<file path="config.mk">
export PLATFORM = sky130hd
export DESIGN_NAME = fan_speed_sel
export DESIGN_NICKNAME = d
export VERILOG_FILES = /design/src/rtl/fan_pkg.sv /design/src/rtl/fan_btn_cond.sv /design/src/rtl/fan_speed_ctr.sv /design/src/rtl/fan_out_dec.sv /design/src/rtl/fan_speed_sel.sv
export SDC_FILE = /design/constraint.sdc
export NUM_CORES = 1
export LEC_CHECK = 0
export BUFFER_PORTS_ARGS = -buffer_cell sky130_fd_sc_hd__buf_4
export CAP_MARGIN = 20
export CORE_MARGIN = 4
export CORE_UTILIZATION = 49
export CTS_BUF_LIST = sky130_fd_sc_hd__clkbuf_8
export CTS_CLUSTER_SIZE = 30
export DETAILED_ROUTE_END_ITERATION = 6
export PLACE_DENSITY = 0.78
export SLEW_MARGIN = 25
export SYNTH_ARGS = -nofsm -noshare
export SYNTH_HDL_FRONTEND = slang
export SYNTH_SLANG_ARGS = --single-unit
export TNS_END_PERCENT = 30
</file>
<file path="constraint.sdc">
create_clock -name clk_i -period 2.6 [get_ports clk_i]
set_input_delay 0.13 -clock clk_i [delete_from_list [all_inputs] [get_ports clk_i]]
set_output_delay 0.13 -clock clk_i [all_outputs]
set_load 0.01 [all_outputs]
</file>
<file path="src/rtl/fan_pkg.sv">
package fan_pkg;
  localparam int unsigned NUM_SPD = 5;
  localparam int unsigned SPD_W   = $clog2(NUM_SPD + 1);
  localparam int unsigned SEG_W   = 7;
endpackage

</file>
<file path="src/rtl/fan_btn_cond.sv">
module fan_btn_cond #(
  parameter int unsigned DEB_CYCLES = 2_500_000
) (
  input  logic clk_i,
  input  logic rst_ni,
  input  logic btn_i,
  output logic step_o
);
  localparam int unsigned CNT_W = $clog2(DEB_CYCLES + 1);

  logic [1:0]       sync_q;
  logic             deb_q;
  logic             deb_d1_q;
  logic [CNT_W-1:0] cnt_q;

  always_ff @(posedge clk_i or negedge rst_ni) begin
    if (!rst_ni) sync_q <= '0;
    else         sync_q <= {sync_q[0], btn_i};
  end

  // level must differ from the accepted state for the full window
  always_ff @(posedge clk_i or negedge rst_ni) begin
    if (!rst_ni) begin
      cnt_q <= '0;
      deb_q <= 1'b0;
    end else if (sync_q[1] == deb_q) begin
      cnt_q <= '0;
    end else if (cnt_q == CNT_W'(DEB_CYCLES - 1)) begin
      cnt_q <= '0;
      deb_q <= sync_q[1];
    end else begin
      cnt_q <= cnt_q + 1'b1;
    end
  end

  always_ff @(posedge clk_i or negedge rst_ni) begin
    if (!rst_ni) begin
      deb_d1_q <= 1'b0;
      step_o   <= 1'b0;
    end else begin
      deb_d1_q <= deb_q;
      step_o   <= deb_q & ~deb_d1_q;
    end
  end

  AST_STROBE_SINGLE: assert property (@(posedge clk_i) disable iff (!rst_ni)
    step_o |=> !step_o);
  AST_NO_STEP_ON_RELEASE: assert property (@(posedge clk_i) disable iff (!rst_ni)
    step_o |-> deb_d1_q);
endmodule

</file>
<file path="src/rtl/fan_speed_ctr.sv">
module fan_speed_ctr
  import fan_pkg::*;
(
  input  logic             clk_i,
  input  logic             rst_ni,
  input  logic             step_i,
  output logic [SPD_W-1:0] speed_o
);
  logic step_q;
  logic adv;

  // advance on the trailing edge of the step strobe
  always_ff @(posedge clk_i or negedge rst_ni) begin
    if (!rst_ni) step_q <= 1'b0;
    else         step_q <= step_i;
  end
  assign adv = step_q & ~step_i;

  always_ff @(posedge clk_i or negedge rst_ni) begin
    if (!rst_ni)                        speed_o <= '0;
    else if (adv && speed_o == SPD_W'(NUM_SPD)) speed_o <= '0;
    else if (adv)                       speed_o <= speed_o + 1'b1;
  end

  AST_SPEED_RANGE: assert property (@(posedge clk_i) disable iff (!rst_ni)
    speed_o <= SPD_W'(NUM_SPD));
  AST_STEP_ONE: assert property (@(posedge clk_i) disable iff (!rst_ni)
    adv |=> speed_o == (($past(speed_o) == SPD_W'(NUM_SPD)) ? '0 : $past(speed_o) + 1'b1));
  AST_HOLD_IDLE: assert property (@(posedge clk_i) disable iff (!rst_ni)
    !adv |=> $stable(speed_o));
endmodule

</file>
<file path="src/rtl/fan_out_dec.sv">
module fan_out_dec
  import fan_pkg::*;
(
  input  logic               clk_i,
  input  logic               rst_ni,
  input  logic [SPD_W-1:0]   speed_i,
  output logic [NUM_SPD-1:0] relay_o,
  output logic [SEG_W-1:0]   seg_no
);
  logic [NUM_SPD-1:0] relay_d;
  logic [SEG_W-1:0]   seg_on;

  for (genvar i = 0; i < NUM_SPD; i++) begin : g_relay
    assign relay_d[i] = (speed_i == SPD_W'(i + 1));
  end

  // active-high a..g on bits 6..0
  always_comb begin
    unique case (speed_i)
      3'd0:    seg_on = 7'b1111110;
      3'd1:    seg_on = 7'b0110000;
      3'd2:    seg_on = 7'b1101101;
      3'd3:    seg_on = 7'b1111001;
      3'd4:    seg_on = 7'b0110011;
      3'd5:    seg_on = 7'b1011011;
      default: seg_on = 7'b0000001;
    endcase
  end

  always_ff @(posedge clk_i or negedge rst_ni) begin
    if (!rst_ni) begin
      relay_o <= '0;
      seg_no  <= ~7'b1111110;
    end else begin
      relay_o <= relay_d;
      seg_no  <= ~seg_on;
    end
  end

  AST_RELAY_ONEHOT: assert property (@(posedge clk_i) disable iff (!rst_ni)
    $onehot0(relay_o));
  AST_RELAY_OFF: assert property (@(posedge clk_i) disable iff (!rst_ni)
    (speed_i == '0) |=> (relay_o == '0));
  AST_RELAY_MATCH: assert property (@(posedge clk_i) disable iff (!rst_ni)
    (speed_i != '0) |=> $countones(relay_o) == 1);
endmodule

</file>
<file path="src/rtl/fan_speed_sel.sv">
module fan_speed_sel
  import fan_pkg::*;
#(
  parameter int unsigned DEB_CYCLES = 2_500_000
) (
  input  logic               clk_i,
  input  logic               rst_ni,
  input  logic               btn_i,
  output logic [SPD_W-1:0]   speed_o,
  output logic [NUM_SPD-1:0] relay_o,
  output logic [SEG_W-1:0]   seg_no
);
  logic step;

  fan_btn_cond #(.DEB_CYCLES(DEB_CYCLES)) u_cond (
    .clk_i  (clk_i),
    .rst_ni (rst_ni),
    .btn_i  (btn_i),
    .step_o (step)
  );

  fan_speed_ctr u_ctr (
    .clk_i   (clk_i),
    .rst_ni  (rst_ni),
    .step_i  (step),
    .speed_o (speed_o)
  );

  fan_out_dec u_dec (
    .clk_i   (clk_i),
    .rst_ni  (rst_ni),
    .speed_i (speed_o),
    .relay_o (relay_o),
    .seg_no  (seg_no)
  );
endmodule

</file>
==> impl_metrics.ini <==
[status]
status = completed

[clocking]
clock_latency_ps = 290
path_clk_slew_ps = 80
numCtsBuffers = 5
cts_tree = yes
htreeDepth = 2
cts_root_buf = clkbuf_8
cts_buffer_depth = 2
cts_sinks = 42
ctsResizeCount = 0

[sta]
clock_skew_ps = 6.638
final.setup.tns_ps = 0
relSlewSlack_pct = 65.54
worst_slack_ps = 766.5
tightest_slew_ps = 516.9
maxSlewViolCount = 0
rsz0062_at_grt = no
period_needed_ps = 1833
worst_hold_slack_ps = 351.6
finalHoldViolations = 0
fmax_mhz = 545.4
period_share_pct = 70.52
setup_viol = 0

[global_route]
grt_pass1_vias = 1245
antenna_found_initial = 0
grt_use_total_pct = 14.22
gr-total-overflow = 0
grt_pass1_wl_um = 5568
grt_max_degree = 43

[synthesis]
yosys.area.top_type = dfrtp_1
synth_cell_types = 40
synth_nets = 186
ys.flop_type = dfrtp_1
synthTopCellsByCount = dfrtp_1, nor2_1, nand2_1
synth_most_common_cell = dfrtp_1
synthCells = 176
synthTopCellsByArea = dfrtp_1, ha_1, nor2_1, xor2_1, nand2_1
ys_seq_area_share_pct = 55.08
synth-edff-count = 0
syn-mean-instance-area_um2 = 10.86
async_flop_share_pct = 100.0
yosys_warnings = 0
ys_ff_latch = 42
yosysTopAreaCellShare_pct = 53.70
synth_area_mm2 = 0.001911

[detailed_routing]
wl_per_cell_um = 12.89
dr_total_vias = 1311
first_pass_iters = 4
drt-total-wl_um = 3184
drt-vias-per-instance = 5.308
drc_errors = 0
ant_nets = 0
dr.first_iter.drc_count = 48

[finish]
layout-drive-gt1-share_pct = 19.10
num_antenna_cells = 0
area_growth_pct = 14.21
fin_nets = 208
nFillCells = 319
fin_cells = 247

[pwr]
ir_worst_vdd_v = 0.0004225
power_density_mw_per_mm2 = 510.9
p_leak_nw = 0.9912

[critical_path]
critPathCaptureType = flop
required_ps = 2770
start_kind = flop
crit_type = reg -> reg
critPathArrivalTime_ps = 2010
crit_path_max_fanout = 16

[floorplanning]
die_area_mm2 = 0.004963
dieWidth_um = 70.45
die_h_um = 70.45
core-area_mm2 = 0.003716
start_util_pct = 51.41
num_rows = 22
pin_count = 18

[flow_run]
maxCapViolCount = 0

[placed_design]
dpl.cell_count = 237
pre_cts_slack_ps = 771.4
io_buffers = 17
place_hpwl_um = 2262
routabilityCongestion = 0.7791

[min_path]
min_path_type = in -> async
## metal layers
metal / track usage, % / wire [µm] / share of wire (%)
met1: 16.93 / 1419 / 45
met2: 23.49 / 1563 / 49
met3: 3.885 / 155 / 4.9
met4: 7.021 / 46 / 1.4
met5: 0 / 0 / 0
## where the power goes
| group | switching [W] | total (W) | internal [W] |
|---|---|---|---|
| clock | 0.000207 | 0.000417 | 0.000210 |
| sequential | 0.00000559 | 0.000664 | 0.000658 |
| combinational | 0.0000239 | 0.0000339 | 0.0000101 |
| total | 0.000237 | 0.00111 | 0.000878 |
## path summary, 6_finish.rpt
kind | start | depth (start not counted) | slack (ps) | end
max | u_cond.cnt_q[7] | 5 | 770 | u_cond.cnt_q[10]
min | rst_ni | 2 | 350 | u_dec.relay_o[3]
max reg2reg | u_cond.cnt_q[7] | 5 | 770 | u_cond.cnt_q[10]
min reg2reg | u_cond.sync_q[0] | 0 | 350 | u_cond.sync_q[1]
max in group asynchronous | rst_ni | 2 | 1880 | u_dec.seg_no[0]
min in group clk_i | u_cond.sync_q[0] | 0 | 350 | u_cond.sync_q[1]
## cells in the final DEF, fill, tap and decap left out, types with 2 or more instances in the layout
cell	count
dfrtp_1	41
nor2_1	22
buf_4	18
nand2_1	14
o21ai_0	10
xor2_1	9
inv_1	8
nand3_1	7
a21oi_1	7
ha_1	7
or3_1	6
clkbuf_8	6
xnor2_1	5
nor3_1	4
nor4_1	3
nor2b_1	2
and4_2	2
and3_1	2
nor4b_1	2
nand4_1	2
and2_1	2
dlygate4sd3_1	2
## area by class of cell
| cell class | instances | area [µm²] | area share (%) |
|---|---|---|---|
| well taps | 48 | 60.06 | 2.752 |
| repair buffers | 20 | 155.1 | 7.110 |
| flip-flops and latches | 42 | 1052 | 48.22 |
| inverters | 7 | 26.28 | 1.204 |
| clock buffers | 6 | 82.58 | 3.784 |
| multi-input cells | 122 | 797.0 | 36.53 |
| clock inverters | 2 | 8.758 | 0.4014 |
## timing repair
action	in CTS	in global routing
setup buffers	0	0
endpoints found under the setup margin	0	0
hold endpoints to repair	42	0
hold buffers	2	0
## critical path: stages, from the launching register on
cell	delay [ps]
dfrtp_1	450
nand2_1	110
or4_1	450
o21ai_2	330
buf_4	290
nor2_1	70
## flip-flops by register name (all words and copies together), names as in the netlist
name             count
u_cond.cnt_q        22
u_cond.deb_d1_q      1
u_cond.deb_q         1
u_cond.step_o        1
u_cond.sync_q        2
u_ctr.speed_o        3
u_ctr.step_q         1
u_dec.relay_o        5
u_dec.seg_no         6
## through the flow
step | power [W] | area [µm²] | util [%]
detailed placement | 0.0007092 | 2071 | 55.72
CTS | 0.001131 | 2182 | 58.72
global placement | 0.0007086 | 2071 | 55.72
global route | 0.001161 | 2182 | 58.72
finish | 0.001115 | 2182 | 58.72
floorplan | 0.0006896 | 1911 | -
## cell families (layout without fill, tap and decap cells)
| group | after synthesis | after routing | share of synthesized area, % |
|---|---|---|---|
| buffers and inverters | 12 | 35 | 3.208 |
| XOR/XNOR | 14 | 14 | 6.418 |
| adder cells (fa/ha/maj) | 7 | 7 | 4.584 |
| multiplexers | 1 | 1 | 0.5893 |
| AO/OA/AOI/OAI | 20 | 20 | 5.763 |
| AND/OR/NAND/NOR | 80 | 80 | 24.36 |
| flip-flops | 42 | 42 | 55.08 |
Note: power is estimated with default switching activity, not from simulation.
